===== src/rtl/cpwm_pkg.sv =====
package cpwm_pkg;

    // Register addresses
    localparam logic [2:0] A_PERIOD = 3'd0;
    localparam logic [2:0] A_DUTY   = 3'd1;
    localparam logic [2:0] A_DEAD   = 3'd2;
    localparam logic [2:0] A_CTRL   = 3'd3;
    localparam logic [2:0] A_OVR    = 3'd4;
    localparam logic [2:0] A_FCLR   = 3'd5;

    // Control register: run[0], hi_inv[1], lo_inv[2], hi_flt[4:3], lo_flt[6:5]
    typedef struct packed {
        logic [1:0] lo_flt;
        logic [1:0] hi_flt;
        logic       lo_inv;
        logic       hi_inv;
        logic       run;
    } ctrl_t;

    // Override register: en[0], sync[1], hi_val[2], lo_val[3]
    typedef struct packed {
        logic lo_val;
        logic hi_val;
        logic sync;
        logic en;
    } ovr_t;

    typedef enum logic [1:0] {
        FLT_DRIVE_LO    = 2'd0,
        FLT_DRIVE_HI    = 2'd1,
        FLT_RELEASE     = 2'd2,
        FLT_RELEASE_ALT = 2'd3
    } flt_lvl_e;

    typedef enum logic [2:0] {
        DB_IDLE    = 3'd0,
        DB_WAIT_HI = 3'd1,
        DB_HI_ON   = 3'd2,
        DB_WAIT_LO = 3'd3,
        DB_LO_ON   = 3'd4
    } db_state_e;

    typedef enum logic {
        FS_NORMAL  = 1'b0,
        FS_TRIPPED = 1'b1
    } flt_state_e;

endpackage


===== src/rtl/cpwm_regs.sv =====
module cpwm_regs
    import cpwm_pkg::*;
#(
    parameter int CNT_W  = 16,
    parameter int DT_W   = 8,
    parameter int DATA_W = 16
) (
    input  logic              clk,
    input  logic              rst_n,
    input  logic              wr_en,
    input  logic [2:0]        wr_addr,
    input  logic [DATA_W-1:0] wr_data,
    output logic [CNT_W-1:0]  sh_period,
    output logic [CNT_W-1:0]  sh_duty,
    output logic [DT_W-1:0]   sh_dt_hi,
    output logic [DT_W-1:0]   sh_dt_lo,
    output ctrl_t             ctrl,
    output logic              ovr_wr,
    output ovr_t              ovr_data,
    output logic              fclr_wr
);
    localparam int CTRL_W = $bits(ctrl_t);
    localparam int OVR_W  = $bits(ovr_t);

    always_ff @(posedge clk or negedge rst_n) begin
        if (!rst_n) begin
            sh_period <= '0;
            sh_duty   <= '0;
            sh_dt_hi  <= '0;
            sh_dt_lo  <= '0;
            ctrl      <= '0;
        end else if (wr_en) begin
            unique case (wr_addr)
                A_PERIOD: sh_period <= wr_data[CNT_W-1:0];
                A_DUTY:   sh_duty   <= wr_data[CNT_W-1:0];
                A_DEAD: begin
                    sh_dt_hi <= wr_data[DT_W-1:0];
                    sh_dt_lo <= wr_data[2*DT_W-1:DT_W];
                end
                A_CTRL:   ctrl <= ctrl_t'(wr_data[CTRL_W-1:0]);
                default:  ;
            endcase
        end
    end

    always_comb begin
        ovr_wr   = wr_en && (wr_addr == A_OVR);
        ovr_data = ovr_t'(wr_data[OVR_W-1:0]);
        fclr_wr  = wr_en && (wr_addr == A_FCLR);
    end

endmodule


===== src/rtl/cpwm_timebase.sv =====
module cpwm_timebase #(
    parameter int CNT_W = 16,
    parameter int DT_W  = 8
) (
    input  logic             clk,
    input  logic             rst_n,
    input  logic             run,
    input  logic [CNT_W-1:0] sh_period,
    input  logic [CNT_W-1:0] sh_duty,
    input  logic [DT_W-1:0]  sh_dt_hi,
    input  logic [DT_W-1:0]  sh_dt_lo,
    output logic [CNT_W-1:0] cnt,
    output logic [CNT_W-1:0] act_period,
    output logic [DT_W-1:0]  act_dt_hi,
    output logic [DT_W-1:0]  act_dt_lo,
    output logic             load,
    output logic             ref_on
);
    logic [CNT_W-1:0] act_duty;
    logic             wrap;

    always_comb begin
        wrap   = run && ((act_period <= CNT_W'(1)) || (cnt >= act_period - CNT_W'(1)));
        load   = !run || wrap;
        ref_on = run && (cnt < act_duty);
    end

    always_ff @(posedge clk or negedge rst_n) begin
        if (!rst_n) begin
            cnt <= '0;
        end else if (load) begin
            cnt <= '0;
        end else begin
            cnt <= cnt + CNT_W'(1);
        end
    end

    // Shadow-to-live transfer at the period boundary or while stopped
    always_ff @(posedge clk or negedge rst_n) begin
        if (!rst_n) begin
            act_period <= '0;
            act_duty   <= '0;
            act_dt_hi  <= '0;
            act_dt_lo  <= '0;
        end else if (load) begin
            act_period <= sh_period;
            act_duty   <= sh_duty;
            act_dt_hi  <= sh_dt_hi;
            act_dt_lo  <= sh_dt_lo;
        end
    end

endmodule


===== src/rtl/cpwm_deadband.sv =====
module cpwm_deadband
    import cpwm_pkg::*;
#(
    parameter int DT_W = 8
) (
    input  logic            clk,
    input  logic            rst_n,
    input  logic            run,
    input  logic            ref_on,
    input  logic [DT_W-1:0] dt_hi,
    input  logic [DT_W-1:0] dt_lo,
    output logic            hi_act,
    output logic            lo_act
);
    db_state_e       state_q, state_d;
    db_state_e       enter_hi, enter_lo;
    logic [DT_W-1:0] tmr_q, tmr_d;

    always_comb begin
        enter_hi = (dt_hi == '0) ? DB_HI_ON : DB_WAIT_HI;
        enter_lo = (dt_lo == '0) ? DB_LO_ON : DB_WAIT_LO;
    end

    // Next-state: STOP, RISE, FALL, EXPIRE, ABORT
    always_comb begin
        state_d = state_q;
        tmr_d   = tmr_q;
        if (!run) begin
            state_d = DB_IDLE;
            tmr_d   = '0;
        end else begin
            unique case (state_q)
                DB_IDLE: begin
                    state_d = ref_on ? enter_hi : enter_lo;
                    tmr_d   = DT_W'(1);
                end
                DB_HI_ON: begin
                    if (!ref_on) begin
                        state_d = enter_lo;
                        tmr_d   = DT_W'(1);
                    end
                end
                DB_LO_ON: begin
                    if (ref_on) begin
                        state_d = enter_hi;
                        tmr_d   = DT_W'(1);
                    end
                end
                DB_WAIT_HI: begin
                    if (!ref_on) begin
                        state_d = enter_lo;
                        tmr_d   = DT_W'(1);
                    end else if (tmr_q >= dt_hi) begin
                        state_d = DB_HI_ON;
                    end else begin
                        tmr_d = tmr_q + DT_W'(1);
                    end
                end
                DB_WAIT_LO: begin
                    if (ref_on) begin
                        state_d = enter_hi;
                        tmr_d   = DT_W'(1);
                    end else if (tmr_q >= dt_lo) begin
                        state_d = DB_LO_ON;
                    end else begin
                        tmr_d = tmr_q + DT_W'(1);
                    end
                end
                default: begin
                    state_d = DB_IDLE;
                    tmr_d   = '0;
                end
            endcase
        end
    end

    always_ff @(posedge clk or negedge rst_n) begin
        if (!rst_n) begin
            state_q <= DB_IDLE;
            tmr_q   <= '0;
        end else begin
            state_q <= state_d;
            tmr_q   <= tmr_d;
        end
    end

    always_comb begin
        hi_act = (state_q == DB_HI_ON);
        lo_act = (state_q == DB_LO_ON);
    end

endmodule


===== src/rtl/cpwm_outstage.sv =====
module cpwm_outstage
    import cpwm_pkg::*;
#(
    parameter int N_FAULT = 6
) (
    input  logic               clk,
    input  logic               rst_n,
    input  logic               hi_act,
    input  logic               lo_act,
    input  logic               hi_inv,
    input  logic               lo_inv,
    input  logic [1:0]         hi_flt,
    input  logic [1:0]         lo_flt,
    input  logic               load,
    input  logic               ovr_wr,
    input  ovr_t               ovr_data,
    input  logic               fclr_wr,
    input  logic [N_FAULT-1:0] fault_in,
    output logic               tripped,
    output logic               hi_out,
    output logic               hi_oe,
    output logic               lo_out,
    output logic               lo_oe
);
    flt_state_e fs_q, fs_d;
    ovr_t       ovr_sh, ovr_act;
    logic       any_fault;
    logic       forcing;

    assign any_fault = |fault_in;

    // Fault latch: TRIP, RECOVER
    always_comb begin
        fs_d = fs_q;
        unique case (fs_q)
            FS_NORMAL:  if (any_fault) fs_d = FS_TRIPPED;
            FS_TRIPPED: if (!any_fault && fclr_wr) fs_d = FS_NORMAL;
            default:    fs_d = FS_TRIPPED;
        endcase
    end

    always_ff @(posedge clk or negedge rst_n) begin
        if (!rst_n) fs_q <= FS_NORMAL;
        else        fs_q <= fs_d;
    end

    assign tripped = (fs_q == FS_TRIPPED);
    assign forcing = tripped || any_fault;

    // Override: immediate writes bypass the shadow, synced ones wait for load
    always_ff @(posedge clk or negedge rst_n) begin
        if (!rst_n) begin
            ovr_sh  <= '0;
            ovr_act <= '0;
        end else begin
            if (ovr_wr) ovr_sh <= ovr_data;
            if (ovr_wr && !ovr_data.sync) ovr_act <= ovr_data;
            else if (load)                ovr_act <= ovr_sh;
        end
    end

    logic [1:0] side_act, side_inv, side_ovr, side_o, side_oe;
    logic [1:0] side_flt [2];

    always_comb begin
        side_act    = {lo_act, hi_act};
        side_inv    = {lo_inv, hi_inv};
        side_ovr    = {ovr_act.lo_val, ovr_act.hi_val};
        side_flt[0] = hi_flt;
        side_flt[1] = lo_flt;
    end

    for (genvar s = 0; s < 2; s++) begin : g_side
        always_comb begin
            if (forcing) begin
                unique case (flt_lvl_e'(side_flt[s]))
                    FLT_DRIVE_LO: begin
                        side_o[s]  = 1'b0;
                        side_oe[s] = 1'b1;
                    end
                    FLT_DRIVE_HI: begin
                        side_o[s]  = 1'b1;
                        side_oe[s] = 1'b1;
                    end
                    FLT_RELEASE, FLT_RELEASE_ALT: begin
                        side_o[s]  = 1'b0;
                        side_oe[s] = 1'b0;
                    end
                    default: begin
                        side_o[s]  = 1'b0;
                        side_oe[s] = 1'b0;
                    end
                endcase
            end else if (ovr_act.en) begin
                side_o[s]  = side_ovr[s];
                side_oe[s] = 1'b1;
            end else begin
                side_o[s]  = side_act[s] ^ side_inv[s];
                side_oe[s] = 1'b1;
            end
        end
    end

    always_comb begin
        hi_out = side_o[0];
        hi_oe  = side_oe[0];
        lo_out = side_o[1];
        lo_oe  = side_oe[1];
    end

endmodule


===== src/rtl/cpwm_channel.sv =====
module cpwm_channel
    import cpwm_pkg::*;
#(
    parameter int CNT_W   = 16,
    parameter int DT_W    = 8,
    parameter int N_FAULT = 6,
    parameter int DATA_W  = (CNT_W > 2 * DT_W) ? CNT_W : 2 * DT_W
) (
    input  logic               clk,
    input  logic               rst_n,
    input  logic               wr_en,
    input  logic [2:0]         wr_addr,
    input  logic [DATA_W-1:0]  wr_data,
    input  logic [N_FAULT-1:0] fault_in,
    output logic               hi_out,
    output logic               hi_oe,
    output logic               lo_out,
    output logic               lo_oe
);
    logic [CNT_W-1:0] sh_period, sh_duty, cnt, act_period;
    logic [DT_W-1:0]  sh_dt_hi, sh_dt_lo, act_dt_hi, act_dt_lo;
    ctrl_t            ctrl;
    ovr_t             ovr_data;
    logic             ovr_wr, fclr_wr, load, ref_on, hi_act, lo_act, tripped;

    cpwm_regs #(.CNT_W(CNT_W), .DT_W(DT_W), .DATA_W(DATA_W)) u_regs (
        .clk(clk), .rst_n(rst_n), .wr_en(wr_en), .wr_addr(wr_addr), .wr_data(wr_data),
        .sh_period(sh_period), .sh_duty(sh_duty), .sh_dt_hi(sh_dt_hi), .sh_dt_lo(sh_dt_lo),
        .ctrl(ctrl), .ovr_wr(ovr_wr), .ovr_data(ovr_data), .fclr_wr(fclr_wr)
    );

    cpwm_timebase #(.CNT_W(CNT_W), .DT_W(DT_W)) u_timebase (
        .clk(clk), .rst_n(rst_n), .run(ctrl.run),
        .sh_period(sh_period), .sh_duty(sh_duty), .sh_dt_hi(sh_dt_hi), .sh_dt_lo(sh_dt_lo),
        .cnt(cnt), .act_period(act_period), .act_dt_hi(act_dt_hi), .act_dt_lo(act_dt_lo),
        .load(load), .ref_on(ref_on)
    );

    cpwm_deadband #(.DT_W(DT_W)) u_deadband (
        .clk(clk), .rst_n(rst_n), .run(ctrl.run), .ref_on(ref_on),
        .dt_hi(act_dt_hi), .dt_lo(act_dt_lo), .hi_act(hi_act), .lo_act(lo_act)
    );

    cpwm_outstage #(.N_FAULT(N_FAULT)) u_outstage (
        .clk(clk), .rst_n(rst_n), .hi_act(hi_act), .lo_act(lo_act),
        .hi_inv(ctrl.hi_inv), .lo_inv(ctrl.lo_inv), .hi_flt(ctrl.hi_flt), .lo_flt(ctrl.lo_flt),
        .load(load), .ovr_wr(ovr_wr), .ovr_data(ovr_data), .fclr_wr(fclr_wr),
        .fault_in(fault_in), .tripped(tripped),
        .hi_out(hi_out), .hi_oe(hi_oe), .lo_out(lo_out), .lo_oe(lo_oe)
    );

endmodule


===== config.mk =====
export PLATFORM = sky130hd
export DESIGN_NAME = cpwm_channel
export DESIGN_NICKNAME = d
export VERILOG_FILES = /design/src/rtl/cpwm_pkg.sv /design/src/rtl/cpwm_regs.sv /design/src/rtl/cpwm_timebase.sv /design/src/rtl/cpwm_deadband.sv /design/src/rtl/cpwm_outstage.sv /design/src/rtl/cpwm_channel.sv
export SDC_FILE = /design/constraint.sdc
export NUM_CORES = 1
export LEC_CHECK = 0
export ABC_AREA = 1
export BUFFER_PORTS_ARGS = -buffer_cell sky130_fd_sc_hd__buf_2
export CORE_ASPECT_RATIO = 1.25
export CORE_MARGIN = 3
export CORE_UTILIZATION = 35
export CTS_CLUSTER_DIAMETER = 200
export DETAILED_ROUTE_END_ITERATION = 16
export PLACE_DENSITY_LB_ADDON = 0.05
export SYNTH_ARGS = -nofsm -noshare
export SYNTH_HDL_FRONTEND = slang
export SYNTH_SLANG_ARGS = --single-unit

===== constraint.sdc =====
create_clock -name clk -period 3.6 [get_ports clk]
set_clock_uncertainty 0.2 [all_clocks]
set_input_delay 0.36 -clock clk [delete_from_list [all_inputs] [get_ports clk]]
set_output_delay 0.36 -clock clk [all_outputs]
set_load 0.02 [all_outputs]

-- Word level (Yosys, flattened, before mapping)
Cells that the tools add are included.
- bits of input ports: 28
- bits in registers: 138
- logic and storage cells: 123
- output and inout bits: 4
- multiplexer cells: 35
- reductions and logical operators: 32
- equality and inequality tests: 21
- bitwise operators: 3
- $add $sub $neg: 3
- order comparisons: 5
- operator list (kind ; number):
    8-bit two-way mux ; 7
    8-bit case mux with 5 select lines ; 1
    3-bit two-way mux ; 9
    16-bit by 1-bit adder with 16-bit output (second input constant) ; 1
    16-bit greater-or-equal comparator ; 1
    8-bit greater-or-equal comparator ; 2
    16-bit by 1-bit less-or-equal comparator with 1-bit output (second input constant) ; 1
    8-bit zero test ; 2
    16-bit < comparator ; 1
    16-bit two-way mux ; 1
    16-bit by 1-bit subtractor with 16-bit output (second input constant) ; 1
    3-bit case mux with 5 select lines ; 1
    3-bit by 2-bit == test with 1-bit output (second input constant) ; 4
    1-bit case mux with 2 select lines ; 5
    3-bit == test (second input constant) ; 3
    8-bit by 1-bit adder with 8-bit output (second input constant) ; 1
    2-bit == test (second input constant) ; 4
    1-bit two-way mux ; 8
    4-bit two-way mux ; 2
    4-bit != test (second input constant) ; 2
    2-bit AND reduction ; 4
    4-bit AND reduction ; 2
    2-bit OR reduction ; 4
    3-bit by 1-bit == test with 1-bit output (second input constant) ; 2
    other kinds (16) ; 30

-- Longest topological paths before layout
- depth in word-level cells: 7
- mapped depth: 21
- depth with buffers taken out: 20

-- Cells and area by module
From an unflattened synthesis, not the netlist that was laid out.
- cell total of the unflattened synthesis: 1004
- area, all modules: 7880.1 um^2
- by module, submodules not included (module ; seq. area each (um^2) ; cells each ; instances ; area an instance (um^2)):
    cpwm_timebase ; 1601.5 ; 471 ; 1 ; 3767.4
    cpwm_regs ; 1376.3 ; 255 ; 1 ; 2299.7
    cpwm_deadband ; 275.3 ; 215 ; 1 ; 1396.3
    cpwm_outstage ; 175.2 ; 63 ; 1 ; 416.6

-- Least setup slack after synthesis
No wires, ideal clock.
- kind: flip-flop to flip-flop
- start: register u_timebase.act_period[2]
- end: register u_timebase.act_dt_hi[7]
- slack: 370 ps
- setup time: 130 ps
- arrival: 2900 ps
- cell stages (with the launch flop): 22
- period minus slack after synthesis: 3230 ps
- path buffers: 2
- data required time: 3270 ps
- cell sequence: dfrtp_1 nor2_1 nand2_1 nor3_2 nand3_1 nor2_1 nand4_1 nor3_2 xor2_1 inv_1 ha_1 nand2_1 inv_2 nand3_1 inv_1 a21oi_1 a21boi_2 nand4_2 buf_4 buf_2 nand2_1 o21ai_0
- cells in the longest elaborated chain, start to end: 5
- elaborated cells on any way between the ends: 6
- classes of those cells: add/sub: 1; order compare: 2; reduce/logical: 3
- RTL lines (what ; line ; source):
    start: declaration ; cpwm_timebase.sv:13 ; output logic [CNT_W-1:0] act_period,
    start signal: assignment ; cpwm_timebase.sv:46 ; act_period <= sh_period;
    16-bit by 1-bit subtractor with 16-bit output ; cpwm_timebase.sv:23 ; wrap = run && ((act_period <= CNT_W'(1)) || (cnt >= act_period - CNT_W'(1)));
    16-bit greater-or-equal comparator ; cpwm_timebase.sv:23 ;
    1-bit logical OR (*) ; cpwm_timebase.sv:23 ;
    1-bit logical AND (*) ; cpwm_timebase.sv:23 ;
    1-bit logical OR (*) ; cpwm_timebase.sv:24 ; load = !run || wrap;
    end signal: assignment ; cpwm_timebase.sv:48 ; act_dt_hi <= sh_dt_hi;
    end: declaration ; cpwm_timebase.sv:14 ; output logic [DT_W-1:0] act_dt_hi,
Mark *: on every way between the ends. The rest lies on a longest branch, timed or not.
A chain may end at the register's enable or synchronous reset.

-- Worst setup path in the final report
- start: register u_timebase.act_period[2]
- end: register u_timebase.act_period[12]
- cells in the longest elaborated chain, start to end: 5
- elaborated cells on any way between the ends: 6
- classes of those cells: add/sub: 1; order compare: 2; reduce/logical: 3
- RTL lines (what ; line):
    16-bit by 1-bit subtractor with 16-bit output ; cpwm_timebase.sv:23
    16-bit greater-or-equal comparator ; cpwm_timebase.sv:23
    1-bit logical OR (*) ; cpwm_timebase.sv:23
    1-bit logical AND (*) ; cpwm_timebase.sv:23
    1-bit logical OR (*) ; cpwm_timebase.sv:24
Marked as above.

==> reports/qor.yml <==
outcome:
  status: "finished, final reports clean"
timing:
  slew_headroom_pct: 32.6
  period_needed_ns: 3.39
  tightest_slew_ns: 1.01
  drv_slew: 0
  min_period_over_period_pct: 94.1
  hold_viol_final: 0
  rsz0062_at_grt: "true"
  setup_viol: 0
  fmax_mhz: 295
die:
  core_sq_um: 20400
  rows: 58
  die_w_um: 136
  chipHeight_um: 168
  io_pins: 32
  start_util_pct: 36.1
  die-area_sq_um: 22800
power:
  p_leak_nw: 4.36
  power_mw: 5.45
  pwr_density_cell_nw_per_um2: 618
  vdd_drop_max_mv: 0.351
place:
  place.gp.congestion: 0.801
  io_buffers: 31
  place_hpwl_um: 13000
yosys:
  postSynthCellCount: 888
  syn-num-nets: 967
  yosysWarnings: 0
  ys_seq_area_share_pct: 46.6
  ys_seq_elements: 137
  yosys.cell_types.count: 40
  postSynthAreaPerCell_sq_um: 8.29
  synth_area_sq_um: 7360
routing:
  vias: 5869
  wire_per_inst_um: 15.2
  routed_via_density: 4.79
  wl_um: 18600
  drt-pass1-iter-count: 4
  drt_iter0_drc: 356
  ant_nets: 0
  drc_errors: 0
layout:
  layout.nets: 1020
  multi_input_area_sq_um: 3460
  nFillCells: 2028
  seq_area_sq_um: 3430
  utilization_pct: 43.2
  drive_above_1_share_pct: 15.6
  antennaDiodeCount: 0
  final_common_cell: "nand2_1"
  layout_common_cells: "nand2_1 (226), dfrtp_1 (137), inv_1 (114), o21ai_0 (81), ha_1 (50)"
  syn2layout_area_growth_pct: 19.7
global_routing:
  grt_pass1_vias: 5971
  overflow: 0
  grtUsageTotal_pct: 16.4
  grt_pass1_wl_um: 29600
  grt_max_degree: 61
  antenna_found_initial: 0
cts:
  numCtsBuffers: 17
  cts.clk_slew.worst_paths_ns: 0.06
  cts_tree: "built"
  htree_levels: 4
  clock_sinks: 137
  insertion_delay_ns: 0.41
  clk_path_buf_depth: 2
  cts_root_buffer: "clkbuf_16"
setup_path:
  required_ns: 3.69
  startpoint_type: "flip-flop"
  rr_worst_depth: 20
  endpoint_kind: "flip-flop"
  arrival_ns: 3.48
  critical_path_class: "flip-flop to flip-flop"
  crit_fanout: 12
flow_run:
  maxCapViolCount: 0
hold_path:
  hold_path_depth: 3
  hp-class: "input pin to flip-flop"
-- worst paths after layout --
kind	from	to	slack [ns]
setup reg to reg	u_timebase.act_period[2]$_DFFE_PN0P_	u_timebase.act_period[12]$_DFFE_PN0P_	0.21
hold / removal	wr_data[14]	u_regs.sh_duty[14]$_DFFE_PN0P_	0.07
min in group asynchronous	rst_n	u_timebase.cnt[3]$_DFF_PN0_	0.31
setup / recovery	u_timebase.act_period[2]$_DFFE_PN0P_	u_timebase.act_period[12]$_DFFE_PN0P_	0.21
hold reg to reg	u_regs.sh_dt_hi[0]$_DFFE_PN0P_	u_timebase.act_dt_hi[0]$_DFFE_PN0P_	0.28
max in group asynchronous	rst_n	u_regs.sh_period[1]$_DFFE_PN0P_	2.07
-- cell usage after synthesis (all sizes together) --
cell type,instances,area [sq um]
a21boi,1,11.3
nor4,3,25.0
a21oi,30,150
or2,1,6.26
a211oi,1,12.5
xor2,18,158
clkinv,1,3.75
dfrtp,137,3430
nand2,238,901
buf,10,73.8
o21a,2,15.0
and3,1,6.26
nor3,17,146
nand4,12,81.3
nor2,57,239
o211ai,1,7.51
nand3b,4,30.0
inv,119,447
ha,51,638
o2111ai,1,8.76
a31oi,2,12.5
o21bai,1,7.51
clkbuf,15,56.3
nand3,37,223
o21ai,122,622
xnor2,6,52.6
-- metrics by stage --
step	TNS, ns	worst slack (ns)	std cells	hold slack [ns]	area [sq um]
floorplan	0	0.370	888	-0.136	7360
global placement	0	0.239	1175	0.203	7850
detailed placement	0	0.0908	1175	0.206	7850
CTS	0	0.0798	1208	0.0558	8460
global route	-1.30	-0.0573	1224	0.0800	8810
finish	0	0.213	1224	0.0682	8810
-- where the power goes --
| part | leakage [nW] | internal [mW] | total [mW] | switching [mW] |
|---|---|---|---|---|
| Clock | 0.288 | 1.12 | 1.79 | 0.665 |
| Combinational | 2.31 | 0.628 | 1.61 | 0.984 |
| Sequential | 1.76 | 1.85 | 2.05 | 0.198 |
-- layout make-up --
cell class	instances	area share (%)
clock buffers	20	5.18
repair buffers	59	6.01
flip-flops and latches	137	38.9
multi-input cells	606	39.3
well taps	270	3.83
inverters	120	5.11
clock inverters	12	1.69
-- state kept, by name (all words and copies together), names as in the netlist, 3 cells and up --
register               count
u_timebase.cnt            16
u_outstage.ovr_act         3
u_timebase.act_dt_lo       8
u_deadband.state_q         3
u_timebase.act_period     16
u_timebase.act_duty       16
u_deadband.tmr_q           8
u_outstage.ovr_sh          3
u_regs.sh_duty            16
u_regs.sh_period          16
u_timebase.act_dt_hi       8
u_regs.sh_dt_lo            8
u_regs.ctrl                7
u_regs.sh_dt_hi            8
-- cells by family after synthesis --
family	Yosys count	synth area share, %
compound gates	161	11.5
xor+xnor	24	2.86
buf+inv	145	7.89
fa+ha+maj	51	8.67
flops	137	46.6
simple gates	370	22.5
-- routing by layer --
layer | vias up | routed length (um) | track usage, % | share of wire [%]
li1 | 2963 | - | - | -
met1 | 2815 | 8050 | 20.5 | 43
met2 | 64 | 9590 | 28.3 | 52
met3 | 27 | 507 | 3.11 | 2.7
met4 | 0 | 442 | 6.01 | 2.4
met5 | - | 0 | 0 | 0
-- worst max-delay path, stage by stage (launching register included) --
cell and delay, ns:
dfrtp_1 0.39, buf_4 0.15, nor2_2 0.15, nand4_1 0.15
nor2_2 0.16, nand3_1 0.15, nor3_2 0.17, xor2_1 0.18
inv_1 0.06, ha_1 0.27, nand2_1 0.08, inv_2 0.04
o21ai_1 0.07, nand2_1 0.08, a21oi_2 0.13, a21boi_4 0.21
nand4_4 0.13, buf_12 0.19, clkbuf_16 0.17, nand2_1 0.06
o21ai_0 0.07
-- timing repair --
| action | CTS | global route |
|---|---|---|
| hold endpoints to repair | 58 | 0 |
| gates resized for setup | 0 | 63 |
| hold buffers | 1 | 0 |
| setup endpoints to repair | 0 | 67 |
| setup buffers | 0 | 10 |
No activity file was read; power rests on OpenSTA's default activity.
